File: src/rtl/hp_pkg.sv
package hp_pkg;
  localparam int WORD_W   = 16;
  localparam int BYTE_W   = 8;
  localparam int MID_BITS = 14;
  localparam int LOW_BITS = 12;

  typedef enum logic [1:0] {
    RES_FULL = 2'b00,
    RES_MID  = 2'b01,
    RES_LOW  = 2'b10,
    RES_LOW2 = 2'b11
  } res_e;

  // bits of the word that survive at a given resolution
  function automatic logic [WORD_W-1:0] keep_mask(input logic [1:0] res);
    logic [WORD_W-1:0] m;
    m = '1;
    case (res_e'(res))
      RES_FULL: m = '1;
      RES_MID:  m = m >> (WORD_W - MID_BITS);
      default:  m = m >> (WORD_W - LOW_BITS);
    endcase
    return m;
  endfunction

  function automatic logic [WORD_W-1:0] fmt_result(input logic [WORD_W-1:0] w,
                                                   input logic [1:0] res);
    return w & keep_mask(res);
  endfunction

  // which half of a result a byte-mode read returns
  function automatic logic [BYTE_W-1:0] pick_byte(input logic [WORD_W-1:0] w,
                                                  input logic second,
                                                  input logic hi_first);
    logic take_hi;
    take_hi = second ? ~hi_first : hi_first;
    return take_hi ? w[WORD_W-1 -: BYTE_W] : w[BYTE_W-1:0];
  endfunction
endpackage

File: src/rtl/hp_strobe_sync.sv
module hp_strobe_sync #(
  parameter int CTRL_W = 8,
  parameter int BUS_W  = 16
) (
  input  logic              clk,
  input  logic              rst_n,
  input  logic              cs_n,
  input  logic              rd_n,
  input  logic              wr_n,
  input  logic [BUS_W-1:0]  bus_in,
  output logic              drive_en,
  output logic              rd_done,
  output logic              wr_done,
  output logic [CTRL_W-1:0] wr_byte
);
  logic cs_s1, rd_s1, wr_s1;
  logic cs_s2, rd_s2, wr_s2;
  logic [CTRL_W-1:0] hi_s1, hi_s2;

  always_ff @(posedge clk or negedge rst_n) begin
    if (!rst_n) begin
      cs_s1 <= 1'b1; rd_s1 <= 1'b1; wr_s1 <= 1'b1;
      cs_s2 <= 1'b1; rd_s2 <= 1'b1; wr_s2 <= 1'b1;
      hi_s1 <= '0;   hi_s2 <= '0;
    end else begin
      cs_s1 <= cs_n; rd_s1 <= rd_n; wr_s1 <= wr_n;
      cs_s2 <= cs_s1; rd_s2 <= rd_s1; wr_s2 <= wr_s1;
      hi_s1 <= bus_in[BUS_W-1 -: CTRL_W];
      hi_s2 <= hi_s1;
    end
  end

  assign drive_en = ~cs_s1 & ~rd_s1;
  // read completes when rd rises after a selected low phase
  assign rd_done  = rd_s1 & ~rd_s2 & ~cs_s2;
  // write completes when wr rises after a selected, non-read low phase
  assign wr_done  = wr_s1 & ~wr_s2 & ~cs_s2 & rd_s2;
  assign wr_byte  = hi_s2;
endmodule

File: src/rtl/hp_read_seq.sv
module hp_read_seq #(
  parameter int NUM_PAIRS   = 3,
  parameter int CH_PER_PAIR = 2,
  parameter int PTR_W       = 3
) (
  input  logic                 clk,
  input  logic                 rst_n,
  input  logic                 busy,
  input  logic [NUM_PAIRS-1:0] conv_pairs,
  input  logic                 byte_mode,
  input  logic                 rd_done,
  output logic [PTR_W-1:0]     ptr,
  output logic                 half,
  output logic                 busy_fall
);
  localparam int NUM_CH = NUM_PAIRS * CH_PER_PAIR;
  localparam logic [PTR_W-1:0] PTR_END = PTR_W'(NUM_CH);

  logic                 busy_q;
  logic [NUM_PAIRS-1:0] pairs_q;

  // lowest converted channel at or above start, PTR_END if none
  function automatic logic [PTR_W-1:0] next_live(input int start,
                                                 input logic [NUM_PAIRS-1:0] m);
    logic [PTR_W-1:0] r;
    r = PTR_END;
    for (int c = NUM_CH - 1; c >= 0; c--) begin
      if (c >= start && m[c / CH_PER_PAIR]) r = PTR_W'(c);
    end
    return r;
  endfunction

  assign busy_fall = busy_q & ~busy;

  always_ff @(posedge clk or negedge rst_n) begin
    if (!rst_n) begin
      busy_q  <= 1'b0;
      pairs_q <= '0;
      ptr     <= PTR_END;
      half    <= 1'b0;
    end else begin
      busy_q <= busy;
      if (busy_fall) begin
        pairs_q <= conv_pairs;
        ptr     <= next_live(0, conv_pairs);
        half    <= 1'b0;
      end else if (rd_done && ptr != PTR_END) begin
        if (byte_mode && !half) begin
          half <= 1'b1;
        end else begin
          half <= 1'b0;
          ptr  <= next_live(int'(ptr) + 1, pairs_q);
        end
      end
    end
  end
endmodule

File: src/rtl/hp_formatter.sv
module hp_formatter
  import hp_pkg::*;
#(
  parameter int NUM_CH = 6,
  parameter int PTR_W  = 3
) (
  input  logic [NUM_CH*WORD_W-1:0] results,
  input  logic [PTR_W-1:0]         ptr,
  input  logic                     half,
  input  logic                     byte_mode,
  input  logic                     hi_first,
  input  logic [1:0]               res_sel,
  input  logic                     drive_en,
  output logic [WORD_W-1:0]        bus_out
);
  logic [WORD_W-1:0] raw;
  logic              hit;
  logic [WORD_W-1:0] shaped;

  always_comb begin
    raw = '0;
    hit = 1'b0;
    for (int c = 0; c < NUM_CH; c++) begin
      if (ptr == PTR_W'(c)) begin
        raw = results[c*WORD_W +: WORD_W];
        hit = 1'b1;
      end
    end
  end

  assign shaped = fmt_result(raw, res_sel);

  always_comb begin
    if (!drive_en || !hit)
      bus_out = '0;
    else if (byte_mode)
      bus_out = {pick_byte(shaped, half, hi_first), {(WORD_W-BYTE_W){1'b0}}};
    else
      bus_out = shaped;
  end
endmodule

File: src/rtl/hp_ctrl_reg.sv
module hp_ctrl_reg #(
  parameter int CTRL_W = 8
) (
  input  logic              clk,
  input  logic              rst_n,
  input  logic              wr_done,
  input  logic [CTRL_W-1:0] wr_byte,
  output logic [CTRL_W-1:0] ctrl_q
);
  always_ff @(posedge clk or negedge rst_n) begin
    if (!rst_n)       ctrl_q <= '0;
    else if (wr_done) ctrl_q <= wr_byte;
  end
endmodule

File: src/rtl/par_host_port.sv
module par_host_port
  import hp_pkg::*;
#(
  parameter int NUM_PAIRS   = 3,
  parameter int CH_PER_PAIR = 2
) (
  input  logic                                   clk,
  input  logic                                   rst_n,
  input  logic                                   busy,
  input  logic [NUM_PAIRS-1:0]                   conv_pairs,
  input  logic [1:0]                             res_sel,
  input  logic                                   byte_mode,
  input  logic                                   hi_first,
  input  logic [NUM_PAIRS*CH_PER_PAIR*WORD_W-1:0] results,
  input  logic                                   cs_n,
  input  logic                                   rd_n,
  input  logic                                   wr_n,
  input  logic [WORD_W-1:0]                      bus_in,
  output logic [WORD_W-1:0]                      bus_out,
  output logic                                   bus_oe,
  output logic [NUM_PAIRS-1:0]                   ctrl_pairs,
  output logic [NUM_PAIRS-1:0]                   ctrl_ranges,
  output logic                                   ctrl_iref_en,
  output logic                                   ctrl_refbuf_dis
);
  localparam int NUM_CH = NUM_PAIRS * CH_PER_PAIR;
  localparam int PTR_W  = $clog2(NUM_CH + 1);
  localparam int CTRL_W = 2 * NUM_PAIRS + 2;

  logic              drive_en, rd_done, wr_done, busy_fall, rd_half;
  logic [CTRL_W-1:0] wr_byte, ctrl_q;
  logic [PTR_W-1:0]  rd_ptr;

  hp_strobe_sync #(.CTRL_W(CTRL_W), .BUS_W(WORD_W)) u_sync (
    .clk(clk), .rst_n(rst_n), .cs_n(cs_n), .rd_n(rd_n), .wr_n(wr_n),
    .bus_in(bus_in), .drive_en(drive_en), .rd_done(rd_done),
    .wr_done(wr_done), .wr_byte(wr_byte)
  );

  hp_read_seq #(.NUM_PAIRS(NUM_PAIRS), .CH_PER_PAIR(CH_PER_PAIR), .PTR_W(PTR_W)) u_seq (
    .clk(clk), .rst_n(rst_n), .busy(busy), .conv_pairs(conv_pairs),
    .byte_mode(byte_mode), .rd_done(rd_done), .ptr(rd_ptr),
    .half(rd_half), .busy_fall(busy_fall)
  );

  hp_formatter #(.NUM_CH(NUM_CH), .PTR_W(PTR_W)) u_fmt (
    .results(results), .ptr(rd_ptr), .half(rd_half), .byte_mode(byte_mode),
    .hi_first(hi_first), .res_sel(res_sel), .drive_en(drive_en),
    .bus_out(bus_out)
  );

  hp_ctrl_reg #(.CTRL_W(CTRL_W)) u_ctrl (
    .clk(clk), .rst_n(rst_n), .wr_done(wr_done), .wr_byte(wr_byte),
    .ctrl_q(ctrl_q)
  );

  assign bus_oe          = drive_en;
  assign ctrl_pairs      = ctrl_q[CTRL_W-1 -: NUM_PAIRS];
  assign ctrl_ranges     = ctrl_q[CTRL_W-1-NUM_PAIRS -: NUM_PAIRS];
  assign ctrl_iref_en    = ctrl_q[1];
  assign ctrl_refbuf_dis = ctrl_q[0];
endmodule

File: config.mk
export PLATFORM = sky130hd
export DESIGN_NAME = par_host_port
export DESIGN_NICKNAME = d
export VERILOG_FILES = /design/src/rtl/hp_pkg.sv /design/src/rtl/hp_strobe_sync.sv /design/src/rtl/hp_read_seq.sv /design/src/rtl/hp_formatter.sv /design/src/rtl/hp_ctrl_reg.sv /design/src/rtl/par_host_port.sv
export SDC_FILE = /design/constraint.sdc
export NUM_CORES = 1
export LEC_CHECK = 0
export BUFFER_PORTS_ARGS = -buffer_cell sky130_fd_sc_hd__clkbuf_2
export CAP_MARGIN = 5
export CORE_ASPECT_RATIO = 0.75
export CORE_MARGIN = 1.5
export CORE_UTILIZATION = 36
export CTS_BUF_LIST = sky130_fd_sc_hd__clkbuf_4 sky130_fd_sc_hd__clkbuf_8
export CTS_CLUSTER_DIAMETER = 80
export CTS_CLUSTER_SIZE = 40
export DETAILED_ROUTE_END_ITERATION = 10
export PLACE_DENSITY = 0.68
export SYNTH_ARGS = -nofsm -noshare
export SYNTH_HDL_FRONTEND = slang
export SYNTH_SLANG_ARGS = --single-unit
File: constraint.sdc
create_clock -name clk -period 7.7 [get_ports clk]
set_input_delay 1.155 -clock clk [delete_from_list [all_inputs] [get_ports clk]]
set_output_delay 1.155 -clock clk [all_outputs]
set_load 0.01 [all_outputs]
==> impl_metrics.toml, run 1 <==
[logic_synthesis]
synthSimpleGateAreaFrac_pct = 18.1
async_reset_ff_share_pct = 100
synthMuxAreaShare_pct = 4.93
synth_flop_cell = "dfrtp_1"
netlist_top_cells_area = "dfrtp_1 (30%), dfstp_2 (8.4%), a221oi_1 (7.3%), nand2_1 (5.8%), a21oi_1 (5.0%)"
syn_area_per_cell_um2 = 8.73
yosysTopAreaCell = "dfrtp_1"
synth_seq_area_share_pct = 38.2
yosysTopAreaCellShare_pct = 29.9
synth_nets = 422
synth_common_cells = "nand2_1 (39), dfrtp_1 (30), a21oi_1 (25)"
synth-xor-area-share_pct = 0.348
synth_fa_ha_area_share_pct = 4.48
ys_warn_count = 0
synth_compound_area_share_pct = 26.3
ys_seq_elements = 38
syn_inst = 288
synth.distinct_cells = 47
netlist_area_mm2 = 0.00251
synth_most_common_cell = "nand2_1"
synth_edf_count = 0
synth_top_family_by_area = "compound AO/OA/AOI/OAI gates"

[floorplanning]
die_h_um = 75.4
ios = 150
rows = 26
die_x_um = 99.5
core-area_mm2 = 0.00680
start_util_pct = 37.0
dieArea_mm2 = 0.00750

[timing]
fin_setup_tns_ns = 0
fin_hold_ws_ns = 0.349
skew_ns = 0.00417
period_share_pct = 55.4
slew_headroom_pct = 33.6
layout_min_cycle_time_ns = 4.27
layout_setup_ws_ns = 3.43
worst_slew_pin_slew_ns = 0.996
hold_viol = 0
drv_slew = 0
rsz0062_at_grt = "no"
setup_violations = 0
fmax_mhz = 234

[global_route]
track_usage_pct = 18.1
grt_pass1_wl_um = 10800
grt_max_degree = 62
grt_pass1_vias = 2327
grt_overflow = 0
antenna_found_initial = 0

[worst_setup_path]
timing.rr.end = "u_seq.ptr[1]$_DFFE_PN1P_"
slowest_delay_ns = 0.61
critPathRequiredTime_ns = 6.55
cp_common_cell = "a221oi_1"
crit_type = "reg2out"
critical_path.slowest_cell = "dfstp_2"
r2r_cells = 6
crit_path_start_kind = "register"
cp.arrival_ns = 3.11
r2r_setup_slack_ns = 5.28
r2r_start = "u_seq.ptr[2]$_DFFE_PN1P_"
crit_family = "compound AO/OA/AOI/OAI gates"
critPathCaptureType = "primary output"
crit_fanout = 61
crit_buf_inv = 2
cp_cell_sequence = "inv_1 > ha_2 > o21ai_2 > and2_1 > a221oi_1 > a221oi_1 > clkbuf_2"

[routing]
avgViaCountPerCell = 5.28
wl_per_cell_um = 14.9
wl_um = 7440
num_vias = 2642
ant_nets = 0
first_pass_iters = 5
drtIter0Drc = 175
drc = 0

[clocking]
cts_tree = "built"
postCtsSetupBuffers = 0
clkTransAtPathRegs_ns = 0.07
cts_made_buffers = 5
cts.sinks = 38
postCtsHoldBufs = 0
ctsRootBufferMaster = "clkbuf_8"
clock_latency_ns = 0.28
cts_resized = 0
clockBufferDepth = 2
cts_max_level = 2

[placed_design]
port_buffers = 141
place_ws_ns = 3.80
hpwl_um = 5690
gp_congestion = 0.890
dp.cells = 492

[hold_path]
holdPathStages = 0
min_to = "u_sync.wr_byte[5]$_DFF_PN0_"
hp-class = "reg2reg"
hp-start = "u_sync.hi_s1[5]$_DFF_PN0_"

[power_and_ir_drop]
leakage_nw = 1.60
vdd_drop_max_mv = 0.154
powerDensity_mw_per_mm2 = 187
p_total_uw = 623

[layout]
num-nets-final = 549
fill_cells = 634
final_cells = 500
drive_gt1_share_pct = 40.9
num_antenna_cells = 0
syn_to_final_growth_pct = 32.6

[status]
status = "finished clean"

[job]
cap_violations = 0
-- power by group --
group	leakage (nW)	internal [mW]	switching (mW)
registers	0.441	0.223	0.0191
clock network	0.0523	0.0800	0.0630
logic	1.11	0.106	0.131
-- logic make-up (layout without fill, tap and decap cells) --
kind of cell | after synthesis | after routing
compound gates | 96 | 96
xor+xnor | 1 | 1
fa+ha+maj | 9 | 9
buf+inv | 45 | 173
flops | 38 | 38
mux | 11 | 11
simple gates | 88 | 88
-- placed cells by master (no fill, tap or decap), drive strengths merged, types with 2 or more instances in the layout --
cell,n
mux2,11
a2bb2oi,4
and2,2
nand2b,3
nor2,10
buf,3
ha,9
dfrtp,30
a221oi,21
nand3b,13
a22oi,4
nand3,4
or3b,2
clkinv,8
o21ai,22
clkbuf,149
a211oi,3
or2,3
inv,13
a221o,3
o22ai,3
nor2b,6
o221ai,3
nand2,39
a21oi,25
dfstp,8
-- worst reg2reg max path: stages (launching register included) --
cell       delay (ns)
dfstp_2          0.82
inv_2            0.05
ha_1             0.37
or3b_1           0.37
and4_1           0.21
a2111oi_0        0.38
a221o_1          0.17
-- per-stage QoR --
| stage | instance area [um2] | util, % |
|---|---|---|
| finish | 3330 | 49.0 |
| global route | 3330 | 49.0 |
| CTS | 3330 | 49.0 |
| detailed placement | 3240 | 47.6 |
| global placement | 3240 | 47.6 |
| floorplan | 2510 | - |
-- worst max-delay path by stage --
| stage | cells past startpoint | to | from | slack (ns) |
|---|---|---|---|---|
| 2_1_floorplan | 10 | bus_out[14] | u_seq.ptr[2]$_DFFE_PN1P_ | 4.02 |
| 3_3_place_gp | 7 | bus_out[11] | u_seq.ptr[1]$_DFFE_PN1P_ | 3.86 |
| 3_5_place_dp | 7 | bus_out[11] | u_seq.ptr[1]$_DFFE_PN1P_ | 3.80 |
| 4_1_cts | 7 | bus_out[11] | u_seq.ptr[1]$_DFFE_PN1P_ | 3.48 |
| 5_1_grt | 7 | bus_out[11] | u_seq.ptr[1]$_DFFE_PN1P_ | 3.17 |
| 6_report | 7 | bus_out[11] | u_seq.ptr[1]$_DFFE_PN1P_ | 3.43 |
-- layout make-up --
type	count	area, um2	share of cell area, %
Inverter	21	78.8	2.36
Timing Repair Buffer	144	728	21.8
Multi-Input combinational cell	205	1360	40.9
Sequential cell	38	961	28.8
Tap cell	84	105	3.15
Clock buffer	8	97.6	2.93
-- flip-flops by register name, summed over array words and instances, names as in the netlist, 3 cells and up --
name and cells:
u_sync.hi_s1 8, u_seq.ptr 3, u_sync.wr_byte 8, u_seq.pairs_q 3
u_ctrl.ctrl_q 8
-- metal layers --
layer	GRT usage, %	wire (um)	vias to the layer above
li1	-	-	1294
met1	24.3	3270	1248
met2	30.7	3660	96
met3	3.58	459	4
met4	4.23	44	0
met5	0	0	-
Note: power is estimated with default switching activity, not from simulation.
==> run 2: changes to the inputs <==
==> constraint.sdc (replaced) <==
create_clock -name clk -period 4.3 [get_ports clk]
set_input_delay 0.645 -clock clk [delete_from_list [all_inputs] [get_ports clk]]
set_output_delay 0.645 -clock clk [all_outputs]
set_load 0.01 [all_outputs]
==> run 2 against run 1 <==
- non-clock buffer count is the same
- final area is essentially flat
- sequential power grew 79%
- register-to-register slack lost 3.5 ns
- die area is the same
- via count grew 0.87%
- hold slack gained 0.0015 ns
- combinational power grew 81%
- flip-flop and latch count is the same
- critical endpoint is now bus_out[10]
==> impl_metrics.toml, run 2 (synthesis results as in run 1) <==
[timing]
setup_violations = 0
fin_setup_tns_ns = 0
layout_min_cycle_time_ns = 3.77
layout_setup_ws_ns = 0.530
skew_ns = 0.00327
period_share_pct = 87.7
fmax_mhz = 265
slew_headroom_pct = 33.6
rsz0062_at_grt = "no"
hold_viol = 0
drv_slew = 0
worst_slew_pin_slew_ns = 0.996

[placed_design]
place_ws_ns = 0.907
port_buffers = 141
hpwl_um = 5650
gp_congestion = 0.880

[worst_setup_path]
cp.arrival_ns = 3.12
critPathRequiredTime_ns = 3.65
crit_fanout = 61
crit_path_start_kind = "register"
critPathCaptureType = "primary output"
crit_type = "reg2out"

[floorplanning]
dieArea_mm2 = 0.00750
ios = 150
die_h_um = 75.4
start_util_pct = 37.0
rows = 26
core-area_mm2 = 0.00680
die_x_um = 99.5

[routing]
num_vias = 2665
first_pass_iters = 5
avgViaCountPerCell = 5.33
wl_per_cell_um = 15.0
ant_nets = 0
drc = 0
drtIter0Drc = 159
wl_um = 7480

[power_and_ir_drop]
comb_power_share_pct = 38.6
switchingPower_uw = 395
powerDensity_mw_per_mm2 = 334
vdd_drop_max_mv = 0.196
p_int_uw = 719
pwr-share-seq_pct = 38.9
clkPwrFrac_pct = 22.5
leakage_nw = 1.60
swShare_pct = 35.4

[clocking]
cts.sinks = 38
ctsRootBufferMaster = "clkbuf_8"
cts_tree = "built"
cts_resized = 0
postCtsHoldBufs = 0
cts_max_level = 2
clock_latency_ns = 0.29
clockBufferDepth = 2
cts_made_buffers = 5
postCtsSetupBuffers = 0
clkTransAtPathRegs_ns = 0.07

[global_route]
grt_overflow = 0
grt_max_degree = 62
antenna_found_initial = 0
grt_pass1_wl_um = 11200
grt_pass1_vias = 2370
track_usage_pct = 18.7

[layout]
num-nets-final = 549
multi_input_area_mm2 = 0.00136
fill_cells = 678
num_antenna_cells = 0
drive_gt1_share_pct = 40.9
layout_commonest_cell = "clkbuf_2"
layout_common_cells = "clkbuf_2 (141), nand2_1 (39), dfrtp_1 (30), a21oi_1 (25), a221oi_1 (21)"
syn_to_final_growth_pct = 32.5
regArea_um2 = 961

[hold_path]
hp-class = "reg2reg"

[status]
status = "finished clean"

[job]
cap_violations = 0
run 2: cell count changes in the layout (fill, tap and decap cells not counted), sizes merged:
cell / before / now
clkinv: 8 / 9
clkinvlp: 0 / 1
clkbuf: 149 / 147
run 2: path summary, 6_finish.rpt:
kind | from | to | slack, ns | cells after the start
hold / removal | u_sync.hi_s1[5]$_DFF_PN0_ | u_sync.wr_byte[5]$_DFF_PN0_ | 0.35 | 0
hold reg to reg | u_sync.hi_s1[5]$_DFF_PN0_ | u_sync.wr_byte[5]$_DFF_PN0_ | 0.35 | 0
max in group asynchronous | rst_n | u_seq.ptr[0]$_DFFE_PN0P_ | 3.27 | 1
setup reg to reg | u_seq.ptr[2]$_DFFE_PN1P_ | u_seq.ptr[1]$_DFFE_PN1P_ | 1.82 | 6
min in group asynchronous | rst_n | u_ctrl.ctrl_q[6]$_DFFE_PN0P_ | 0.47 | 1
setup / recovery | u_seq.ptr[1]$_DFFE_PN1P_ | bus_out[10] | 0.53 | 7
run 2: power groups by stage:
| stage | clock network (mW) | logic [mW] | registers [mW] |
|---|---|---|---|
| floorplan | 0 | 0.282 | 0.432 |
| global placement | 0 | 0.415 | 0.436 |
| detailed placement | 0 | 0.427 | 0.440 |
| CTS | 0.261 | 0.429 | 0.433 |
| global route | 0.279 | 0.482 | 0.439 |
| finish | 0.251 | 0.430 | 0.433 |
run 2: final cells by class:
| cell class | count | share of cell area, % |
|---|---|---|
| Clock inverter | 2 | 0.376 |
| Multi-Input combinational cell | 205 | 40.9 |
| Tap cell | 84 | 3.15 |
| Timing Repair Buffer | 144 | 21.9 |
| Clock buffer | 6 | 2.48 |
| Inverter | 21 | 2.37 |
| Sequential cell | 38 | 28.8 |
run 2: stage by stage:
stage | utilization [%] | std cells | cell area (um2) | total power, mW | hold WS [ns]
2_1_floorplan | - | 288 | 2510 | 0.714 | 0.331
3_3_place_gp | 47.6 | 492 | 3240 | 0.851 | 0.332
3_5_place_dp | 47.6 | 492 | 3240 | 0.867 | 0.337
4_1_cts | 49.0 | 500 | 3330 | 1.12 | 0.354
5_1_grt | 49.0 | 500 | 3330 | 1.20 | 0.358
6_report | 49.0 | 500 | 3330 | 1.11 | 0.351
run 2: routing by layer:
layer / share of wire (%) / global-route usage (%) / wire length, um
met2: 49 / 31.9 / 3650
met1: 43 / 25.0 / 3210
met5: 0 / 0 / 0
met4: 1.6 / 6.10 / 119
met3: 6.6 / 2.84 / 491
run 2: worst max-delay path: stages (launching register included):
cell and delay, ns:
dfstp_2 0.41, inv_1 0.13, ha_2 0.86, o21ai_2 0.18
and2_1 0.37, a221oi_1 0.52, a221oi_1 0.17, clkbuf_2 0.18
==> run 3: changes to the inputs <==
--- a/config.mk
+++ b/config.mk
@@ -14,6 +14,7 @@
 export CTS_CLUSTER_DIAMETER = 80
 export CTS_CLUSTER_SIZE = 40
 export DETAILED_ROUTE_END_ITERATION = 10
+export GPL_TIMING_DRIVEN = 0
 export PLACE_DENSITY = 0.68
 export SYNTH_ARGS = -nofsm -noshare
 export SYNTH_HDL_FRONTEND = slang
==> run 3 against run 2 <==
- flip-flop and latch count is the same
- final area grew 2.7%
- wire length grew 8.9%
- setup slack lost 0.26 ns
- largest power group is now combinational logic
- highest routed layer unchanged
==> impl_metrics.toml, run 3 (synthesis results as in run 1) <==
[global_route]
globalRouteMet3Util_pct = 3.94
grtUsageMet1_pct = 29.5
grt_pass1_wl_um = 12100
grt_pass1_vias = 2480
grt_max_degree = 39
grtUsageMet2_pct = 32.2
grt.busiest_layer = "met2"
track_usage_pct = 20.6
grt_overflow = 0
antenna_found_initial = 0

[clocking]
cts_made_buffers = 5
clockBufferDepth = 2
postCtsHoldBufs = 0
ctsRootBufferMaster = "clkbuf_8"
cts_max_level = 2
cts_resized = 0
cts_tree = "built"
postCtsSetupBuffers = 0
clock_latency_ns = 0.28
clkTransAtPathRegs_ns = 0.07
cts.sinks = 38

[layout]
final_core_util_pct = 50.3
post-route-cell-area_mm2 = 0.00342
layout_common_cells = "clkbuf_2 (141), nand2_1 (39), dfrtp_1 (30), a21oi_1 (25), a221oi_1 (21)"
layout_commonest_cell = "clkbuf_2"
num_antenna_cells = 0
drive_gt1_share_pct = 41.2
num-nets-final = 570
syn_to_final_growth_pct = 36.0

[worst_setup_path]
cp.arrival_ns = 3.39
slowest_delay_ns = 0.56
critPathRequiredTime_ns = 3.65
crit_path_start_kind = "register"
critPathCaptureType = "primary output"
r2r_cells = 8
cp_common_cell = "buf_2"
r2r_setup_slack_ns = 1.45
critical_path.slowest_cell = "dfstp_2"
r2r_start = "u_seq.ptr[2]$_DFFE_PN1P_"
crit_fanout = 10
timing.rr.end = "u_seq.ptr[1]$_DFFE_PN1P_"
cp_cell_sequence = "buf_2 > clkbuf_1 > inv_2 > ha_1 > buf_6 > or2_1 > buf_2 > buf_2 > a21oi_1 > a21oi_1 > a221oi_1 > clkbuf_2"
crit_type = "reg2out"

[hold_path]
hp-class = "reg2reg"
holdPathStages = 0
hp-start = "u_sync.hi_s1[5]$_DFF_PN0_"
min_to = "u_sync.wr_byte[5]$_DFF_PN0_"

[placed_design]
port_buffers = 141
hpwl_um = 6420
gp_congestion = 0.858
placed_cell_area_mm2 = 0.00333

[timing]
skew_ns = 0.00315
slew_headroom_pct = 41.6
fin_hold_ws_ns = 0.350
worst_slew_pin_slew_ns = 0.876
rsz0062_at_grt = "no"
period_share_pct = 93.8
drv_slew = 0
setup_violations = 0
fmax_mhz = 248
layout_min_cycle_time_ns = 4.03
hold_viol = 0
fin_setup_tns_ns = 0

[routing]
wl_per_cell_um = 15.6
avgViaCountPerCell = 5.42
ant_nets = 0
wl_um = 8140
drc = 0
first_pass_iters = 6
num_vias = 2826
drtIter0Drc = 207

[floorplanning]
ios = 150
start_util_pct = 37.0
die_x_um = 99.5
rows = 26
die_h_um = 75.4
dieArea_mm2 = 0.00750
core-area_mm2 = 0.00680

[job]
cap_violations = 0

[power_and_ir_drop]
powerDensity_mw_per_mm2 = 333
comb_power_share_pct = 40.8
p_int_uw = 735
vdd_drop_max_mv = 0.212
clkPwrFrac_pct = 22.1
switchingPower_uw = 405
leakage_nw = 1.67
pwr-share-seq_pct = 37.1
swShare_pct = 35.5

[status]
status = "finished clean"
## run 3: worst max-delay path: cells and delay by family (launching register included)
kind            cells  cell delay (ns)
buf+inv             7             1.47
fa+ha+maj           1             0.24
compound gates      3             0.63
simple gates        1             0.20
flops               1             0.56
## run 3: power groups by stage
stage                     Sequential, mW  Combinational, mW  Clock [mW]
final                              0.423              0.465       0.252
after CTS                          0.424              0.458       0.258
after global placement             0.427              0.445           0
after global routing               0.429              0.513       0.282
after floorplan                    0.432              0.282           0
after detailed placement           0.430              0.457           0
## run 3: layout make-up
class,count,area (um2)
plain buffers,24,114
clock buffers,7,90.1
clock inverters,1,5.00
fillers,646,3380
inverters,21,78.8
multi-input cells,205,1360
flip-flops and latches,38,961
well taps,84,105
repair buffers,141,706
## run 3: worst max-delay path by stage
stage | endpoint | from | slack [ns]
6_report | bus_out[11] | u_seq.ptr[2]$_DFFE_PN1P_ | 0.27
5_1_grt | bus_out[11] | u_seq.ptr[2]$_DFFE_PN1P_ | 0.05
4_1_cts | bus_out[11] | u_seq.ptr[2]$_DFFE_PN1P_ | 0.33
3_5_place_dp | bus_out[11] | u_seq.ptr[2]$_DFFE_PN1P_ | 0.64
3_3_place_gp | bus_out[11] | u_seq.ptr[2]$_DFFE_PN1P_ | 0.67
2_1_floorplan | bus_out[14] | u_seq.ptr[2]$_DFFE_PN1P_ | 1.13
## run 3: layer usage
metal | vias to the layer above | part of all wire (%)
met4 | 0 | 1.1
met3 | 12 | 8.2
li1 | 1342 | -
met1 | 1314 | 44
met2 | 158 | 47
met5 | - | 0
## run 3: metrics by stage
stage,total power [mW],setup WS [ns],std cells
floorplan,0.714,1.13,288
global route,1.22,0.0464,521
global placement,0.873,0.667,513
finish,1.14,0.268,521
detailed placement,0.887,0.641,513
CTS,1.14,0.334,521
